### src/rtl/csum_pkg.sv
package csum_pkg;
  typedef struct packed {
    logic take;   // segment consumed this cycle
    logic first;  // consumed segment opens a new unit
    logic fin;    // consumed segment closes the unit
  } csumStrobes_t;
endpackage

### src/rtl/csum_ctrl.sv
module csum_ctrl
  import csum_pkg::*;
(
  input  logic         clk,
  input  logic         rstN,
  input  logic         inValid,
  input  logic         inLast,
  output logic         inReady,
  output logic         resValid,
  output csumStrobes_t strb
);
  logic startQ;
  logic resValidQ;

  assign inReady    = !resValidQ;
  assign strb.take  = inValid && inReady;
  assign strb.first = strb.take && startQ;
  assign strb.fin   = strb.take && inLast;
  assign resValid   = resValidQ;

  always_ff @(posedge clk or negedge rstN) begin
    if (!rstN) begin
      startQ    <= 1'b1;
      resValidQ <= 1'b0;
    end else begin
      resValidQ <= strb.fin;
      if (strb.fin)       startQ <= 1'b1;
      else if (strb.take) startQ <= 1'b0;
    end
  end

  AST_PULSE_ONE: assert property (@(posedge clk) disable iff (!rstN)
    resValid |=> !resValid);
  AST_NO_TAKE_BUSY: assert property (@(posedge clk) disable iff (!rstN)
    resValid |-> !strb.take);
  AST_RESULT_AFTER_FIN: assert property (@(posedge clk) disable iff (!rstN)
    strb.fin |=> resValid);
  AST_RESTART: assert property (@(posedge clk) disable iff (!rstN)
    strb.fin |=> (!strb.take || strb.first));
endmodule

### src/rtl/csum_dp.sv
module csum_dp
  import csum_pkg::*;
#(
  parameter int SEG_W = 16
) (
  input  logic             clk,
  input  logic             rstN,
  input  csumStrobes_t     strb,
  input  logic [SEG_W-1:0] inData,
  input  logic             modeCheck,
  output logic [SEG_W-1:0] resWord,
  output logic             resAccept
);
  localparam int SUM_W = SEG_W + 1;

  logic [SEG_W-1:0] accQ;
  logic [SEG_W-1:0] base;
  logic [SUM_W-1:0] rawSum;
  logic [SEG_W-1:0] folded;
  logic [SEG_W-1:0] compl;

  assign base   = strb.first ? '0 : accQ;
  assign rawSum = {1'b0, base} + {1'b0, inData};
  // end-around carry; cannot carry a second time
  assign folded = rawSum[SEG_W-1:0] + {{(SEG_W-1){1'b0}}, rawSum[SEG_W]};
  assign compl  = ~folded;

  always_ff @(posedge clk or negedge rstN) begin
    if (!rstN) begin
      accQ      <= '0;
      resWord   <= '0;
      resAccept <= 1'b0;
    end else begin
      if (strb.take) accQ <= folded;
      if (strb.fin) begin
        resWord   <= compl;
        resAccept <= modeCheck && (compl == '0);
      end
    end
  end

  AST_HOLD_IDLE: assert property (@(posedge clk) disable iff (!rstN)
    !strb.take |=> $stable(accQ));
  AST_RESULT_HOLD: assert property (@(posedge clk) disable iff (!rstN)
    !strb.fin |=> ($stable(resWord) && $stable(resAccept)));
  AST_ACCEPT_ZERO: assert property (@(posedge clk) disable iff (!rstN)
    resAccept |-> (resWord == '0));
endmodule

### src/rtl/csum_unit.sv
module csum_unit
  import csum_pkg::*;
#(
  parameter int SEG_W = 16
) (
  input  logic             clk,
  input  logic             rstN,
  input  logic             inValid,
  output logic             inReady,
  input  logic [SEG_W-1:0] inData,
  input  logic             inLast,
  input  logic             modeCheck,
  output logic             resValid,
  output logic [SEG_W-1:0] resWord,
  output logic             resAccept
);
  csumStrobes_t strb;

  csum_ctrl i_ctrl (
    .clk      (clk),
    .rstN     (rstN),
    .inValid  (inValid),
    .inLast   (inLast),
    .inReady  (inReady),
    .resValid (resValid),
    .strb     (strb)
  );

  csum_dp #(.SEG_W(SEG_W)) i_dp (
    .clk       (clk),
    .rstN      (rstN),
    .strb      (strb),
    .inData    (inData),
    .modeCheck (modeCheck),
    .resWord   (resWord),
    .resAccept (resAccept)
  );

  AST_READY_BUBBLE: assert property (@(posedge clk) disable iff (!rstN)
    resValid |-> !inReady);
endmodule

### config.mk
export PLATFORM = sky130hd
export DESIGN_NAME = csum_unit
export DESIGN_NICKNAME = d
export VERILOG_FILES = /design/src/rtl/csum_pkg.sv /design/src/rtl/csum_ctrl.sv /design/src/rtl/csum_dp.sv /design/src/rtl/csum_unit.sv
export SDC_FILE = /design/constraint.sdc
export NUM_CORES = 1
export LEC_CHECK = 0
export CAP_MARGIN = 0
export CORE_ASPECT_RATIO = 1.4
export CORE_MARGIN = 2
export CORE_UTILIZATION = 40
export DETAILED_ROUTE_END_ITERATION = 8
export PLACE_DENSITY_LB_ADDON = 0.15
export SLEW_MARGIN = 20
export SYNTH_ARGS = -nofsm -noshare
export SYNTH_HDL_FRONTEND = slang
export SYNTH_HIERARCHICAL = 1
export SYNTH_SLANG_ARGS = --single-unit
### constraint.sdc
create_clock -name clk -period 5.3 [get_ports clk]
set_input_delay 0.53 -clock clk [delete_from_list [all_inputs] [get_ports clk]]
set_output_delay 0.53 -clock clk [all_outputs]
set_load 0.05 [all_outputs]
### After elaboration in Yosys (flattened, before gate mapping)

Cells that the tools add are included.
W data, S select, Z words.

| operators by class | value |
|---|---|
| muxes and demuxes | 3 |
| bitwise logic cells | 1 |
| add/sub/neg operators | 2 |
| reductions and logical operators | 7 |

Operator list:

| kind | count |
|---|---|
| $add A16 B16 Y17 | 1 |
| $add A16 B1 Y16 | 1 |
| $logic_not A16 Y1 | 1 |
| $mux W16 | 1 |
| $not A16 Y16 | 1 |
| $logic_and A1 B1 Y1 | 4 |
| $mux W1 | 2 |
| $reduce_bool A2 Y1 | 1 |
| $logic_not A1 Y1 | 1 |

| storage, ports and cells | value |
|---|---|
| flip-flop bits (word level) | 35 |
| word-level logic and storage cells | 18 |
| bits of input ports | 21 |

### Depth between registers and ports, before layout

| depth | value |
|---|---|
| depth in word-level cells | 9 |
| depth in mapped cells | 23 |

### Hierarchy

The synthesis kept the hierarchy.

Modules (own cells, without submodules):

| module | cells each | area an instance (um^2) | times used |
|---|---|---|---|
| csum_dp | 254 | 2451.1 | 1 |
| csum_ctrl | 7 | 98.8 | 1 |

### Least setup slack after synthesis

No wires, ideal clock.

| timing path | value |
|---|---|
| path type | reg2reg |
| start | reg i_ctrl.resValidQ (netlist: i_ctrl/resValid) |
| end | reg i_dp.resAccept |
| required time | 5.231 ns |
| setup time | 0.069 ns |
| stages on the path, launching flop included | 24 |
| arrival | 5.552 ns |
| path buffers | 1 |
| path slack | -0.321 ns |
| period minus slack after synthesis | 5.621 ns |
| path through | dfrtp_1 > nor2b_4 > and2_2 > clkbuf_1 > nor2b_1 > ha_1 > fa_1 > a21o_1 > a311o_1 > a2111oi_0 > o31ai_1 > o21a_1 > o21ai_0 > nand2b_1 > ha_1 > ha_1 > and2_1 > nor3b_1 > nand3_1 > nor4_4 > xnor2_1 > or4_1 > nor4b_2 > a32o_1 |

RTL lines:

| what | RTL line | text |
|---|---|---|
| start: declaration | csum_ctrl.sv:13 | `logic resValidQ;` |
| start signal: assignment | csum_ctrl.sv:26 | `resValidQ <= strb.fin;` |
| end signal: assignment | csum_dp.sv:37 | `resAccept <= modeCheck && (compl == '0);` |
| end: declaration | csum_dp.sv:12 | `output logic resAccept` |

==> summary.md <==
| Metric | Value |
|---|---|
| Skew-Pair Late Insertion Delay | 0.29 ns |
| Multi-input logic area | 1750 um2 |
| Final clock skew | around 0.0077 ns |
| Buffers and inverters on the worst path | 5 |
| Internal reg-to-reg setup slack | 0.32 ns |
| Post-synthesis cell area | ~2500 um2 |
| DRT Pass-1 Iters | 4 |
| Ys async rst share | 1.00 |
| Leakage Power | 1.64 nW |
| Die area | approximately 7000 um2 |
| Routed WL per cell | about 15 um |
| Clock network power share | 0.074 |
| Vias per cell | 5.28 |
| Top-count cell post-synth | dfrtp_1 |
| #FFs+latches synth | 35 |
| Mean Syn Cell Area | 9.77 um2 |
| Reg power frac | 0.181 |
| CTS tree | built |
| Reg clk slew, reported paths | 0.07 ns |
| Clk root buf | clkbuf_8 |
| Crit path top cell by count | buf_4 |
| Kind of critical path | reg -> reg |
| CTS buffer count | 5 |
| Startpoint Class | register |
| Mapped Nets | 301 |
| Gate power share | 0.745 |
| # hold bufs at CTS | 0 |
| Total gr overflow | 0 |
| Vias in the first global route | about 2300 |
| Layout cell share with drive strength beyond 1 | 0.343 |
| N_diodes | 0 |
| CP arrival | slightly above 5 ns |
| Synthesis Warnings | 6 |
| Dpl hpwl | 4900 um |
| Htree depth | 2 |
| # fillers | 561 |
| Synth top area cells | dfrtp_1 (33%), ha_1 (8.8%), mux2_2 (7.1%) |
| First-pass GRT wire length | 10800 um |
| Pin count of the biggest net entering global routing | 36 |
| I/O pins | 40 |
| Critical path's largest stage delay | approximately 0.43 ns |
| Starting DRT DRC Count | 66 |
| Reg2reg end | i_dp/accQ[15] |
| Finished Core Util | 0.596 |
| Max Fclk | about 200 MHz |
| Rel. slew slack | 0.597 |
| Core Footprint | 6210 um2 |
| Fin crit share | 0.940 |
| Die height | 98.5 um |
| Syn Inst Count | around 260 |
| Hold slack | 0.503 ns |
| Ys flop type | dfrtp_1 |
| Worst Hold Endpoint | i_dp/accQ[15] |
| Distinct cell type count after synthesis | 58 |
| Die X | 71.5 um |
| Commonest cells post-synth | dfrtp_1 (34), nor2_1 (22), a21oi_1 (21), ha_1 (18) |
| Post-synth EDFFs | 0 |
| Final setup violation count | 0 |
| Area after DPL | between 3000 and 4000 um2 |
| Starting Density | 0.411 |
| Delay-heaviest family, CP | simple AND/OR/NAND/NOR gates |
| Routability cong. | about 0.88 |
| PD cells | 683 nW/um2 |
| Total design power | 2.53 mW |
| R2R depth | 26 |
| Slew Limit Fails | 0 |
| Placed insts | 420 |
| RSZ-0062 raised after global routing | no |
| Seq/Total Area, Yosys | 0.344 |
| VDD IR max | 0.455 mV |
| Reg2reg start | i_ctrl/resValid |
| Register area | 878 um2 |
| Area share of the largest cell type after synthesis | 0.334 |
| P_int | roughly 1.4 mW |
| Final wirelength | 6460 um |
| Vias | ~2300 |
| Area grow syn2layout | 45.2% |
| Num rows | 34 |
| Port bufs | 39 |
| GR Util All Layers | 0.189 |
| CTS sink cnt | 35 |
| Slowest CP cell | dfrtp_2 |
| Hold path cells | 1 |
| Worst slew pin tran | around 0.6 ns |
| Worst EP required | 5.47 ns |
| Final hold vios | 0 |
| Min-Delay Path Class | reg -> reg |
| Maxcap violations | 0 |
| Critical Path Sink Type | register |
| Fin nets | 403 |
| Outcome | finished clean |
| Routed Antenna Nets | 0 |
| Max FO, Critical Path | 7 |
| Initial antenna violation count | 0 |
| Hold_sp | i_dp/accQ[15] |
| Non-Filler Instances | 436 |
| Sw frac | 0.458 |
| Psw | 1.16 mW |
| Area leader, netlist | dfrtp_1 |
| Cell area after layout | 3700 um2 |
| Max clock buf depth | 2 |
| DRC | 0 |
| Fin crit period | between 4 and 5 ns |
per-layer routing:
layer  GRT usage  up-vias  part of all wire
met4      0.0682        0             0.018
met1       0.260     1091              0.46
met2       0.310       39              0.49
met3      0.0153        9             0.027
li1            -     1164                 -
met5           0        -                 0
stage by stage:
| step | worst slack, ns | setup TNS [ns] |
|---|---|---|
| floorplan | 0.0316 | 0 |
| global route | 0.0353 | 0 |
| CTS | 0.0195 | 0 |
| global placement | -0.259 | -0.794 |
| detailed placement | -0.355 | -1.12 |
| finish | 0.316 | 0 |
area by class of cell:
| class | count | share of cell area |
|---|---|---|
| multi-input combinational | 213 | 0.473 |
| timing repair buffer | 102 | 0.236 |
| inverter | 6 | 0.00608 |
| clock inverter | 2 | 0.00338 |
| tap | 72 | 0.0243 |
| clock buffer | 6 | 0.0196 |
| sequential | 35 | 0.237 |
sequential cells by signal (all words and copies together) (netlist names):
register / count
i_ctrl/resValid: 1
i_ctrl/startQ: 1
i_dp/accQ: 16
i_dp/resAccept: 1
i_dp/resWord: 16
worst max-delay path by stage:
stage	from	end	slack, ns	depth (start not counted)
3_5_place_dp	inValid	i_dp/resAccept	-0.36	23
5_1_grt	i_ctrl/resValid	i_dp/accQ[15]	0.04	26
2_1_floorplan	i_ctrl/resValid	i_dp/resAccept	0.03	23
6_report	i_ctrl/resValid	i_dp/accQ[15]	0.32	26
4_1_cts	inValid	i_dp/resAccept	0.02	23
3_3_place_gp	inValid	i_dp/resAccept	-0.26	23
logic make-up (layout without fill, tap and decap cells):
logic type      after synthesis  count (layout)  share of synthesized area
xor+xnor                     20              20                     0.0687
flops                        35              35                      0.344
compound gates               65              65                      0.186
mux                          17              17                     0.0765
simple gates                 92              92                      0.210
fa+ha+maj                    19              19                     0.0962
buf+inv                      13             116                     0.0191
cells in the final DEF (no fill, tap or decap), types with 6 or more instances in the layout:
cell / count
inv_1: 6
clkdlybuf4s50_1: 38
dfrtp_1: 33
xor2_1: 10
mux2_2: 15
buf_4: 61
xnor2_1: 6
nor2b_1: 12
a21o_1: 6
nand3_1: 7
nand2_1: 10
ha_1: 15
a21oi_1: 21
nor2_1: 21
power by group through the flow:
| stage | clock (mW) | combinational [mW] | sequential (mW) |
|---|---|---|---|
| global route | 0.205 | 2.04 | 0.474 |
| finish | 0.186 | 1.88 | 0.458 |
| floorplan | 0 | 0.846 | 0.662 |
| detailed placement | 0 | 1.71 | 0.463 |
| CTS | 0.193 | 1.74 | 0.459 |
| global placement | 0 | 1.70 | 0.461 |
what timing repair did:
item	4_1_cts	5_1_grt
endpoints found under the setup margin	1	9
pin swaps	1	25
buffers inserted	0	8
gates resized for setup	1	30
(Power assumes the default switching activity.)
